### config.mk
export PLATFORM = sky130hd
export DESIGN_NAME = sio_port
export DESIGN_NICKNAME = d
export VERILOG_FILES = /design/src/rtl/sio_pkg.sv /design/src/rtl/sio_tx.sv /design/src/rtl/sio_rx.sv /design/src/rtl/sio_port.sv
export SDC_FILE = /design/constraint.sdc
export NUM_CORES = 1
export LEC_CHECK = 0
export BUFFER_PORTS_ARGS = -buffer_cell sky130_fd_sc_hd__buf_2
export CAP_MARGIN = 20
export CORE_MARGIN = 2
export CORE_UTILIZATION = 40
export CTS_CLUSTER_DIAMETER = 60
export DETAILED_ROUTE_END_ITERATION = 10
export PLACE_DENSITY = 0.55
export SLEW_MARGIN = 0
export SYNTH_ARGS = -nofsm -noshare
export SYNTH_HDL_FRONTEND = slang
export SYNTH_SLANG_ARGS = --single-unit
### constraint.sdc
create_clock -name clk -period 4 [get_ports clk]
set_clock_uncertainty 0.05 [all_clocks]
set_input_delay 0.8 -clock clk [delete_from_list [all_inputs] [get_ports clk]]
set_output_delay 0.8 -clock clk [all_outputs]
set_load 0.05 [all_outputs]
### src/rtl/sio_pkg.sv
package sio_pkg;
    localparam int DIV_W   = 21;
    localparam int MIN_DIV = 16;
    localparam int ADDR_W  = 5;

    // register index = bus_addr[4:2]
    localparam logic [2:0] REG_DATA  = 3'd0;
    localparam logic [2:0] REG_STATE = 3'd1;
    localparam logic [2:0] REG_CTRL  = 3'd2;
    localparam logic [2:0] REG_FLAG  = 3'd3;
    localparam logic [2:0] REG_DIV   = 3'd4;

    // control bits
    localparam int CTL_TXEN  = 0;
    localparam int CTL_RXEN  = 1;
    localparam int CTL_TXIE  = 2;
    localparam int CTL_RXIE  = 3;
    localparam int CTL_TXOIE = 4;
    localparam int CTL_RXOIE = 5;

    // flag bits
    localparam int FLG_TX  = 0;
    localparam int FLG_RX  = 1;
    localparam int FLG_TXO = 2;
    localparam int FLG_RXO = 3;

    typedef enum logic [1:0] {RX_IDLE, RX_START, RX_DATA, RX_STOP} rx_phase_e;

    typedef struct packed {
        logic [7:0]       tx_hold;
        logic             tx_full;
        logic [7:0]       rx_hold;
        logic             rx_full;
        logic [5:0]       ctrl;
        logic [3:0]       flags;
        logic [DIV_W-1:0] div;
    } regs_t;
endpackage

### src/rtl/sio_tx.sv
module sio_tx import sio_pkg::*; (
    input  logic             clk,
    input  logic             rst_n,
    input  logic [DIV_W-1:0] div_i,
    input  logic             start_i,
    input  logic [7:0]       byte_i,
    output logic             busy_o,
    output logic             txd_o
);
    localparam int FRAME_BITS = 10;
    localparam int BIT_IDX_W  = $clog2(FRAME_BITS);

    typedef struct packed {
        logic                  active;
        logic [DIV_W-1:0]      cnt;
        logic [BIT_IDX_W-1:0]  bitn;
        logic [FRAME_BITS-1:0] sh;
    } tx_st_t;

    tx_st_t st_q, st_d;

    always_comb begin
        st_d = st_q;
        if (!st_q.active) begin
            if (start_i) begin
                st_d.active = 1'b1;
                st_d.sh     = {1'b1, byte_i, 1'b0};
                st_d.cnt    = div_i - DIV_W'(1);
                st_d.bitn   = '0;
            end
        end else if (st_q.cnt == '0) begin
            if (st_q.bitn == BIT_IDX_W'(FRAME_BITS - 1)) begin
                st_d.active = 1'b0;
                st_d.sh     = '1;
            end else begin
                st_d.sh   = {1'b1, st_q.sh[FRAME_BITS-1:1]};
                st_d.bitn = st_q.bitn + BIT_IDX_W'(1);
                st_d.cnt  = div_i - DIV_W'(1);
            end
        end else begin
            st_d.cnt = st_q.cnt - DIV_W'(1);
        end
    end

    always_ff @(posedge clk or negedge rst_n) begin
        if (!rst_n) begin
            st_q        <= '0;
            st_q.sh     <= '1;
        end else begin
            st_q <= st_d;
        end
    end

    assign busy_o = st_q.active;
    assign txd_o  = st_q.sh[0];
endmodule

### src/rtl/sio_rx.sv
module sio_rx import sio_pkg::*; #(
    parameter int SYNC_STAGES = 2
) (
    input  logic             clk,
    input  logic             rst_n,
    input  logic [DIV_W-1:0] div_i,
    input  logic             en_i,
    input  logic             rxd_i,
    output logic             done_o,
    output logic [7:0]       byte_o
);
    typedef struct packed {
        logic [SYNC_STAGES-1:0] sync;
        logic                   prev;
        rx_phase_e              ph;
        logic [DIV_W-1:0]       cnt;
        logic [2:0]             bitn;
        logic [7:0]             sh;
        logic                   done;
    } rx_st_t;

    rx_st_t st_q, st_d;
    logic   line;

    assign line = st_q.sync[SYNC_STAGES-1];

    always_comb begin
        st_d      = st_q;
        st_d.sync = {st_q.sync[SYNC_STAGES-2:0], rxd_i};
        st_d.prev = line;
        st_d.done = 1'b0;
        unique case (st_q.ph)
            RX_IDLE: begin
                if (en_i && st_q.prev && !line) begin
                    st_d.ph  = RX_START;
                    st_d.cnt = (div_i >> 1) - DIV_W'(1);
                end
            end
            RX_START: begin
                if (st_q.cnt == '0) begin
                    if (!line) begin
                        st_d.ph   = RX_DATA;
                        st_d.cnt  = div_i - DIV_W'(1);
                        st_d.bitn = '0;
                    end else begin
                        st_d.ph = RX_IDLE;
                    end
                end else begin
                    st_d.cnt = st_q.cnt - DIV_W'(1);
                end
            end
            RX_DATA: begin
                if (st_q.cnt == '0) begin
                    st_d.sh  = {line, st_q.sh[7:1]};
                    st_d.cnt = div_i - DIV_W'(1);
                    if (st_q.bitn == 3'd7) st_d.ph = RX_STOP;
                    else                   st_d.bitn = st_q.bitn + 3'd1;
                end else begin
                    st_d.cnt = st_q.cnt - DIV_W'(1);
                end
            end
            RX_STOP: begin
                if (st_q.cnt == '0) begin
                    st_d.done = line;
                    st_d.ph   = RX_IDLE;
                end else begin
                    st_d.cnt = st_q.cnt - DIV_W'(1);
                end
            end
            default: st_d.ph = RX_IDLE;
        endcase
    end

    always_ff @(posedge clk or negedge rst_n) begin
        if (!rst_n) begin
            st_q      <= '0;
            st_q.sync <= '1;
            st_q.prev <= 1'b1;
            st_q.ph   <= RX_IDLE;
        end else begin
            st_q <= st_d;
        end
    end

    assign done_o = st_q.done;
    assign byte_o = st_q.sh;
endmodule

### src/rtl/sio_port.sv
module sio_port import sio_pkg::*; #(
    parameter int DIV_RESET   = 16,
    parameter int SYNC_STAGES = 2
) (
    input  logic              clk,
    input  logic              rst_n,
    input  logic              bus_sel,
    input  logic              bus_wr,
    input  logic [ADDR_W-1:0] bus_addr,
    input  logic [31:0]       bus_wdata,
    output logic [31:0]       bus_rdata,
    output logic              txd,
    input  logic              rxd,
    output logic              irq_tx,
    output logic              irq_rx,
    output logic              irq_ovr
);
    regs_t            regs_q, regs_d;
    logic [2:0]       widx;
    logic             wr_en, rd_data;
    logic             tx_busy, tx_start;
    logic             rx_done;
    logic [7:0]       rx_byte;
    logic [DIV_W-1:0] div_eff;

    assign widx     = bus_addr[4:2];
    assign wr_en    = bus_sel & bus_wr;
    assign rd_data  = bus_sel & ~bus_wr & (widx == REG_DATA);
    assign div_eff  = (regs_q.div < DIV_W'(MIN_DIV)) ? DIV_W'(MIN_DIV) : regs_q.div;
    assign tx_start = regs_q.ctrl[CTL_TXEN] & regs_q.tx_full & ~tx_busy;

    sio_tx u_tx (
        .clk     (clk),
        .rst_n   (rst_n),
        .div_i   (div_eff),
        .start_i (tx_start),
        .byte_i  (regs_q.tx_hold),
        .busy_o  (tx_busy),
        .txd_o   (txd)
    );

    sio_rx #(.SYNC_STAGES(SYNC_STAGES)) u_rx (
        .clk    (clk),
        .rst_n  (rst_n),
        .div_i  (div_eff),
        .en_i   (regs_q.ctrl[CTL_RXEN]),
        .rxd_i  (rxd),
        .done_o (rx_done),
        .byte_o (rx_byte)
    );

    always_comb begin
        regs_d = regs_q;
        // clears first, so that any set below wins
        if (wr_en && widx == REG_FLAG)
            regs_d.flags = regs_q.flags & ~bus_wdata[3:0];
        if (wr_en && widx == REG_CTRL)
            regs_d.ctrl = bus_wdata[5:0];
        if (wr_en && widx == REG_DIV)
            regs_d.div = bus_wdata[DIV_W-1:0];
        if (tx_start) begin
            regs_d.tx_full       = 1'b0;
            regs_d.flags[FLG_TX] = 1'b1;
        end
        if (wr_en && widx == REG_DATA) begin
            if (regs_q.tx_full) begin
                regs_d.flags[FLG_TXO] = 1'b1;
            end else begin
                regs_d.tx_hold = bus_wdata[7:0];
                regs_d.tx_full = 1'b1;
            end
        end
        if (rd_data)
            regs_d.rx_full = 1'b0;
        if (rx_done) begin
            if (regs_q.rx_full && !rd_data) begin
                regs_d.flags[FLG_RXO] = 1'b1;
            end else begin
                regs_d.rx_hold       = rx_byte;
                regs_d.rx_full       = 1'b1;
                regs_d.flags[FLG_RX] = 1'b1;
            end
        end
    end

    always_ff @(posedge clk or negedge rst_n) begin
        if (!rst_n) begin
            regs_q     <= '0;
            regs_q.div <= DIV_W'(DIV_RESET);
        end else begin
            regs_q <= regs_d;
        end
    end

    always_comb begin
        bus_rdata = '0;
        unique case (widx)
            REG_DATA:  bus_rdata[7:0]       = regs_q.rx_hold;
            REG_STATE: bus_rdata[3:0]       = {regs_q.flags[FLG_RXO], regs_q.flags[FLG_TXO],
                                               regs_q.rx_full, regs_q.tx_full};
            REG_CTRL:  bus_rdata[5:0]       = regs_q.ctrl;
            REG_FLAG:  bus_rdata[3:0]       = regs_q.flags;
            REG_DIV:   bus_rdata[DIV_W-1:0] = regs_q.div;
            default:   bus_rdata            = '0;
        endcase
    end

    assign irq_tx  = regs_q.flags[FLG_TX] & regs_q.ctrl[CTL_TXIE];
    assign irq_rx  = regs_q.flags[FLG_RX] & regs_q.ctrl[CTL_RXIE];
    assign irq_ovr = (regs_q.flags[FLG_TXO] & regs_q.ctrl[CTL_TXOIE]) |
                     (regs_q.flags[FLG_RXO] & regs_q.ctrl[CTL_RXOIE]);

    // plain names for the bound checker
    logic       obs_tx_full, obs_rx_full, obs_tx_en;
    logic [3:0] obs_flags;
    logic       obs_data_wr;
    assign obs_tx_full = regs_q.tx_full;
    assign obs_rx_full = regs_q.rx_full;
    assign obs_tx_en   = regs_q.ctrl[CTL_TXEN];
    assign obs_flags   = regs_q.flags;
    assign obs_data_wr = wr_en & (widx == REG_DATA);
endmodule

Word level (Yosys, flattened, before mapping)
Index checks and enable logic that the tools add are counted.

cells by class
  multiplexer cells = 44
  eq/ne operators = 21
  order comparisons = 1
  bitwise gates (word level) = 16
  reductions and logical operators = 25
  add/sub/neg operators = 6

operator list
  kind                     number
  $mux W21                 5
  $pmux W23 S4             1
  $mux W36                 2
  $sub A21 B1 Y21 const B  3
  $logic_not A21 Y1        2
  $mux W25                 1
  $mux W24                 1
  $mux W23                 1
  $lt A21 B5 Y1 const B    1
  $sub A20 B1 Y21 const B  1
  $pmux W4 S5              1
  $mux W1                  17
  $mux W14                 1
  $mux W13                 1
  $mux W11                 1
  $mux W2                  5
  $ne A2 B1 Y1 const B     5
  $ne A2 B2 Y1 const B     5
  $reduce_and A2 Y1        5
  $reduce_and A5 Y1        2
  $and A1 B1 Y1            9
  $mux W9                  1
  $logic_and A1 B1 Y1      7
  $eq A3 B2 Y1 const B     2
  other kinds (22)         33

storage, ports and cells
  input port bits = 42
  logic and storage cells = 132
  output and inout port bits = 36
  flip-flop bits (word level) = 123

Longest topological paths before layout
Gate-level depths: netlist of the first run.

  depth in word-level cells = 7
  gate-level depth with buffers = 14
  depth with buffers taken out = 11

Hierarchy
A second synthesis of the first run with hierarchy kept.

second synthesis, totals
  cells, all modules = 893
  area, all modules = 8244.2 um2

modules (own cells, without submodules)
  module    cells each  seq. area each (um2)  instances  area an instance (um2)
  sio_rx    379         954.7                 1          3230.6
  sio_port  235         1227.4                1          2537.4
  sio_tx    279         913.4                 1          2476.1

Worst setup path after synthesis of the first run
OpenSTA, ideal clock, no wires.

  path kind = register to register
  start point = register regs_q[11] in the netlist's numbering
  end point = register u_rx.st_q[18] in the netlist's numbering
  path buffers = 3
  required time = 3829 ps
  cell stages (with the launch flop) = 14
  arrival time = 3355 ps
  slack = 474 ps
  period minus slack after synthesis = 3526 ps
  library setup time = 121 ps
  cells stage by stage = dfrtp_1 clkbuf_1 nor4_2 and4b_1 buf_2 buf_2 a21boi_0 inv_1 ha_1 or3b_2 a2111oi_0 xnor2_1 o21ai_0 a22o_2

between the ends
  word-level cells in the longest chain between the ends = 6
  elaborated cells on any way between the ends = 9
  classes of those cells = add/sub (2); order compare (1); mux (6)

RTL lines
  what                    RTL line                    text
  from (decl)             sio_port.sv:18              regs_t regs_q, regs_d;
  from (signal assigned)  sio_port.sv:91              regs_q <= regs_d;
  $lt A21 B5 Y1 (*)       sio_port.sv:29              assign div_eff = (regs_q.div < DIV_W'(MIN_DIV)) ? DIV_W'(MIN_DIV) : regs_q.div;
  $mux W21 (*)            sio_port.sv:29
  $sub A21 B1 Y21         sio_rx.sv:43, sio_rx.sv:55
  $mux W24                sio_rx.sv:41                if (!line) begin
  $mux W21                sio_rx.sv:40                if (st_q.cnt == '0) begin
  $pmux W23 S4 (*)        sio_rx.sv:32                unique case (st_q.ph)
  to (signal assigned)    sio_rx.sv:81                st_q <= st_d;
  to (decl)               sio_rx.sv:22                rx_st_t st_q, st_d;

Every way passes the cells marked *; elsewhere a longest branch is shown, timed or not. The select of a mux whose other input is x is not followed.
A chain may end at the register's enable or synchronous reset.

Worst setup path after layout of the first run
  start point = register regs_q[17] in the netlist's numbering
  end point = register u_rx.st_q[31] in the netlist's numbering

between the ends
  word-level cells in the longest chain between the ends = 6
  elaborated cells on any way between the ends = 9
  classes of those cells = add/sub (2); order compare (1); mux (6)

RTL lines
  what              RTL line
  $lt A21 B5 Y1     sio_port.sv:29
  $mux W21 (*)      sio_port.sv:29
  $sub A21 B1 Y21   sio_rx.sv:43, sio_rx.sv:55
  $mux W24          sio_rx.sv:41
  $mux W21          sio_rx.sv:40
  $pmux W23 S4 (*)  sio_rx.sv:32

Marked as above.

==> impl_metrics.ini, run 1 <==
[run_status]
status = finished, final reports clean

[clock_tree]
postCtsSetupRepairBufs = 0
cts_resized = 0
clk_latency_ns = 0.42
cts-root-buf = clkbuf_16
cts.sinks = 123
cts_inserted_buffers = 17
clock_tree.buffer_depth = 2
ctsHtreeMaxLevel = 4
cts.reportedPaths.clkPinSlew_ns = 0.06
cts_tree = done
cts_hold_buf = 0

[detailed_routing]
dr.pass1.iters = 5
wl_mm = 23.4
dr.first_iter.drc_count = 581
ant_nets = 0
vias = 6826
routedWlPerCell_microns = 19.9
drc = 0
routed_via_density = 5.81

[setup_path]
startpoint_type = register
end_kind = register
cp_max_fo = 6
arrival_ns = 3.94
timing.rr.start = regs_q[17]$_DFFE_PN0P_
r2r.worst_path.cells = 10
path_class = register to register
critical_path_required_ns = 4.22
critical_path.reg2reg.endpoint = u_rx.st_q[31]$_DFFE_PN0P_
ff2ff_setup_slack_ns = 0.28

[global_routing]
antenna_found_initial = 0
grt-ovfl-total = 0
grt_pass1_vias = 6430
grt_pass1_wl_mm = 36.8
grtUsageTotal_pct = 23.4
grt_max_degree = 80

[synthesis]
yosys_warnings = 0
synth_xor_area_share_pct = 3.36
netlist_instances = 838
synthSimpleGateAreaFrac_pct = 24.3
synthMuxAreaShare_pct = 8.80
synth_top_family_by_area = simple AND/OR/NAND/NOR gates
synth_ff_type = dfrtp_1
syn-cell-area_sq_um = 7820
yosys.area.top_type = dfrtp_1
ys_seq_area_share_pct = 39.6
synthAdderAreaFrac_pct = 1.28
avgSynthCellArea_sq_um = 9.33
synthArstFlopShare_pct = 100
synth_edf_count = 0
synth_compound_area_share_pct = 17.9
synth.distinct_cells = 89
synth_seq_cells = 123
synthTopCellsByArea = dfrtp_1, mux2_2, dfstp_2, nor2_1, nand2_1
synth_top_area_share_pct = 34.9

[sta]
slew_viol_final = 0
setup_ws_ns = 0.281
fmax_ghz = 0.269
finalSetupTns_ns = 0
final.min_clock_period_ns = 3.72
setup_violations = 0
fin_crit_sh_pct = 93.0
rsz0062_at_grt = no
tightest_slew_ns = 0.780
relSlewSlack_pct = 48.0
hold_viol = 0

[finish]
mostFrequentLayoutCell = dfrtp_1
fill_cells = 1839
multi_input_area_sq_um = 4400
n_antenna_cell = 0
syn_to_final_growth_pct = 15.6
mostFrequentLayoutCells = dfrtp_1, nor2_1, nand2_1
fin_util_pct = 46.7
drive_gt1_share_pct = 24.4
fin_nets = 947
seq_area_sq_um = 3100

[placed_design]
port_buffers = 53
post-place-ws_ns = 0.285
hpwl_mm = 16.8
gp_congestion = 0.906

[hold_path]
min_to = u_rx.line$_DFF_PN1_
hold_depth = 0
hp-start = u_rx.st_d[37]$_DFF_PN1_
min_path_type = register to register

[die]
num_io_pins = 78
start_util_pct = 40.4
die_h_microns = 144
dieArea_sq_um = 20700
die_w_microns = 144
std_cell_rows = 51
core_area_sq_um = 19300

[pwr]
p_leak_nw = 3.83
power.total_mw = 5.52
vdd_drop_max_uv = 331
powerDensity_nw_per_um2 = 610

[flow_run]
maxCapViolCount = 0
-- worst max-delay path, cell delays in order, from the launching register on --
cell and delay [ns]:
dfrtp_1 0.39, nor4_1 0.53, nand4b_1 0.23, o21ai_0 0.37, ha_1 0.37, nor2b_1 0.28, nand4b_1 0.22, or4_1 0.55
nor2_1 0.13, xnor2_1 0.25, o221ai_1 0.20
-- registers in the layout, indices dropped and copies added, names as in the netlist, 4 cells and up, named ones only --
register,flops
u_tx.st_q,34
obs_flags,4
u_rx.st_q,26
u_rx.byte_o,8
regs_q,42
-- routing by layer --
layer  up-vias  track usage, %  share of wire, %
li1       3238               -                 -
met1      3276            33.7                47
met2       269            35.5                45
met3        43            3.87               5.6
met4         0            8.31               2.5
met5         -               0                 0
-- cell type report --
| cell class | instances | share of cell area (%) |
|---|---|---|
| Clock buffer | 20 | 5.05 |
| Sequential cell | 123 | 34.2 |
| Inverter | 18 | 0.748 |
| Multi-Input combinational cell | 650 | 48.6 |
| Tap cell | 265 | 3.67 |
| Timing Repair Buffer | 87 | 5.83 |
| Clock inverter | 12 | 1.81 |
-- worst max path at each step --
| stage | endpoint | start | slack, ns |
|---|---|---|---|
| detailed placement | u_rx.st_q[31]$_DFFE_PN0P_ | regs_q[19]$_DFFE_PN0P_ | 0.28 |
| global placement | u_rx.st_q[31]$_DFFE_PN0P_ | regs_q[19]$_DFFE_PN0P_ | 0.34 |
| global route | u_rx.st_q[31]$_DFFE_PN0P_ | regs_q[19]$_DFFE_PN0P_ | 0.04 |
| finish | u_rx.st_q[31]$_DFFE_PN0P_ | regs_q[17]$_DFFE_PN0P_ | 0.28 |
| CTS | u_rx.st_q[31]$_DFFE_PN0P_ | regs_q[19]$_DFFE_PN0P_ | 0.26 |
| floorplan | u_rx.st_q[18]$_DFFE_PN0P_ | regs_q[11]$_DFFE_PN0P_ | 0.47 |
-- cell families after synthesis --
family / after synthesis
XOR/XNOR: 30
adder cells (fa/ha/maj): 8
flip-flops: 123
AND/OR/NAND/NOR: 337
AO/OA/AOI/OAI: 202
multiplexers: 62
buffers and inverters: 75
other: 1
-- per-stage QoR --
stage | hold WS, ns | instances | instance area [sq um]
2_1_floorplan | 0.295 | 848 | 7860
4_1_cts | 0.313 | 1175 | 9040
3_3_place_gp | 0.297 | 1143 | 8420
3_5_place_dp | 0.298 | 1143 | 8420
6_report | 0.315 | 1175 | 9040
5_1_grt | 0.316 | 1175 | 9040
-- power breakdown --
| part | switching (mW) | total, mW | internal (mW) |
|---|---|---|---|
| combinational | 1.05 | 1.80 | 0.749 |
| clock | 0.613 | 1.63 | 1.02 |
| sequential | 0.436 | 2.08 | 1.65 |
-- synthesized netlist by cell type (7+ instances only) --
| library cell | number |
|---|---|
| nand2_1 | 62 |
| o211ai_1 | 9 |
| or3_1 | 16 |
| xor2_1 | 11 |
| nand2b_1 | 10 |
| nor3b_1 | 7 |
| nor3_1 | 41 |
| nand4b_1 | 7 |
| buf_4 | 15 |
| and3_1 | 20 |
| mux2i_1 | 8 |
| xnor2_1 | 19 |
| or4_1 | 8 |
| nor4_1 | 15 |
| clkbuf_1 | 30 |
| inv_1 | 17 |
| o221ai_1 | 9 |
| a22oi_1 | 14 |
| nand4_1 | 11 |
| buf_2 | 9 |
| ha_1 | 8 |
| dfstp_2 | 14 |
| a31oi_1 | 9 |
| a21oi_1 | 39 |
| o21ai_0 | 46 |
| nand3_1 | 24 |
| dfrtp_1 | 109 |
| mux2_2 | 54 |
| nor2_1 | 74 |
Note: power is estimated with default switching activity, not from simulation.
==> run 2, diff against run 1 <==
--- a/config.mk
+++ b/config.mk
@@ -6,7 +6,7 @@
 export NUM_CORES = 1
 export LEC_CHECK = 0
 export BUFFER_PORTS_ARGS = -buffer_cell sky130_fd_sc_hd__buf_2
-export CAP_MARGIN = 20
+export CORE_ASPECT_RATIO = 0.75
 export CORE_MARGIN = 2
 export CORE_UTILIZATION = 40
 export CTS_CLUSTER_DIAMETER = 60
==> constraint.sdc (replaced) <==
create_clock -name clk -period 4.1 [get_ports clk]
set_clock_uncertainty 0.05 [all_clocks]
set_input_delay 0.82 -clock clk [delete_from_list [all_inputs] [get_ports clk]]
set_output_delay 0.82 -clock clk [all_outputs]
set_load 0.05 [all_outputs]
==> run 2 against run 1 <==
  * First-iteration DRC count is 19% higher
  * Register-to-register slack improved by 0.13 ns
  * Combinational power fell by 5%
  * Sequential share of layout area up 0.29 points
  * Cell area decreased by 0.84%
  * Setup slack improved by 0.13 ns
  * Die area about the same
  * Critical path type unchanged
  * Largest power group unchanged
==> impl_metrics.ini, run 2 (synthesis results as in run 1) <==
[sta]
fin_crit_sh_pct = 89.8
relSlewSlack_pct = 51.8
setup_violations = 0
rsz0062_at_grt = no
final.min_clock_period_ns = 3.68
tightest_slew_ns = 0.723
fmax_ghz = 0.271
slew_viol_final = 0
hold_viol = 0
finalSetupTns_ns = 0

[finish]
largest_register = regs_q
largest_reg_flops = 42
reg_top3 = regs_q x42, u_tx.st_q x34, u_rx.st_q x26
fin_nets = 942
fin_util_pct = 46.5
syn_to_final_growth_pct = 14.6
mostFrequentLayoutCells = dfrtp_1, nor2_1, nand2_1
drive_gt1_share_pct = 24.0
n_antenna_cell = 0
mostFrequentLayoutCell = dfrtp_1

[global_routing]
grt_pass1_vias = 6610
antenna_found_initial = 0
grt_pass1_wl_mm = 38.0
grtUsageTotal_pct = 23.9
grt_max_degree = 76
grt-ovfl-total = 0

[die]
dieArea_sq_um = 20700
core_area_sq_um = 19300
die_w_microns = 165
start_util_pct = 40.6
std_cell_rows = 44
die_h_microns = 125
num_io_pins = 78

[clock_tree]
cts_resized = 0
cts_inserted_buffers = 17
ctsHtreeMaxLevel = 4
postCtsSetupRepairBufs = 0
cts_tree = done
clk_latency_ns = 0.42
cts_hold_buf = 0
cts-root-buf = clkbuf_16
cts.sinks = 123
cts.reportedPaths.clkPinSlew_ns = 0.07
clock_tree.buffer_depth = 2

[detailed_routing]
vias = 6936
drc = 0
dr.pass1.iters = 6
ant_nets = 0
routed_via_density = 5.99
dr.first_iter.drc_count = 689
wl_mm = 23.7
routedWlPerCell_microns = 20.5

[setup_path]
critical_path.startpoint = regs_q[13]$_DFFE_PN0P_
ff2ff_setup_slack_ns = 0.42
slowest_delay_ns = 0.48
cp.depth = 12
cpMaxStageDelayCell = dfrtp_1
startpoint_type = register
path_class = register to register
timing.rr.start = regs_q[13]$_DFFE_PN0P_
cp_max_fo = 10
crit_chain = nor4_1 > buf_4 > and4b_1 > a21boi_0 > inv_1 > ha_1 > nor3b_1 > nand4_1 > or3_1 > a21oi_1 > o31ai_1 > a22oi_1
worstSetupEndpoint = u_rx.st_q[30]$_DFFE_PN0P_
critPathTopFamily = simple AND/OR/NAND/NOR gates
r2r.worst_path.cells = 12
crit_buf_inv = 2
arrival_ns = 3.97
critical_path.reg2reg.endpoint = u_rx.st_q[30]$_DFFE_PN0P_
critical_path_required_ns = 4.39
end_kind = register

[hold_path]
min_path_type = register to register

[run_status]
status = finished, final reports clean

[placed_design]
gp_congestion = 0.920
port_buffers = 53
hpwl_mm = 17.2

[pwr]
vdd_drop_max_uv = 269
p_leak_nw = 3.80
powerDensity_nw_per_um2 = 592

[flow_run]
maxCapViolCount = 0
## run 2: changes by cell type in the layout (fill, tap and decap cells not counted)
cell / change
buf_12: +1
buf_4: -5
buf_6: -1
bufinv_16: -1
clkbuf_8: -2
clkinv_2: +1
clkinv_4: -1
clkinvlp_4: -2
inv_6: +5
## run 2: final cells by class
class,instances,area (sq um)
well taps,253,317
fillers,1882,10300
clock inverters,14,159
clock buffers,18,429
flip-flops and latches,123,3100
repair buffers,82,498
inverters,18,67.6
multi-input cells,650,4400
## run 2: worst min path at each step
| stage | startpoint | endpoint | slack, ns | depth (start not counted) |
|---|---|---|---|---|
| global route | u_rx.st_d[37]$_DFF_PN1_ | u_rx.line$_DFF_PN1_ | 0.31 | 0 |
| global placement | u_rx.st_d[37]$_DFF_PN1_ | u_rx.line$_DFF_PN1_ | 0.30 | 0 |
| floorplan | u_rx.st_d[37]$_DFF_PN1_ | u_rx.line$_DFF_PN1_ | 0.30 | 0 |
| finish | u_rx.st_d[37]$_DFF_PN1_ | u_rx.line$_DFF_PN1_ | 0.31 | 0 |
| detailed placement | u_rx.st_d[37]$_DFF_PN1_ | u_rx.line$_DFF_PN1_ | 0.30 | 0 |
| CTS | u_rx.st_d[37]$_DFF_PN1_ | u_rx.line$_DFF_PN1_ | 0.31 | 0 |
## run 2: routing by layer
metal | track usage (%) | vias to the layer above | share of wire (%)
li1 | - | 3215 | -
met1 | 37.5 | 3427 | 50
met2 | 33.3 | 270 | 42
met3 | 4.74 | 24 | 7.3
met4 | 5.93 | 0 | 1.3
met5 | 0 | - | 0
## run 2: metrics by stage
| stage | instances | area, sq um | setup WS, ns | total power, mW | hold WS, ns |
|---|---|---|---|---|---|
| after floorplan | 848 | 7860 | 0.574 | 3.23 | 0.295 |
| after global placement | 1126 | 8370 | 0.496 | 3.74 | 0.296 |
| after detailed placement | 1126 | 8370 | 0.460 | 3.76 | 0.298 |
| after CTS | 1158 | 8960 | 0.438 | 5.31 | 0.308 |
| after global routing | 1158 | 8960 | 0.0135 | 5.65 | 0.312 |
| final | 1158 | 8960 | 0.416 | 5.31 | 0.307 |
## run 2: power by group
part / total [mW] / internal (mW) / switching, mW
sequential: 2.06 / 1.61 / 0.454
clock: 1.53 / 0.909 / 0.626
combinational: 1.71 / 0.723 / 0.990
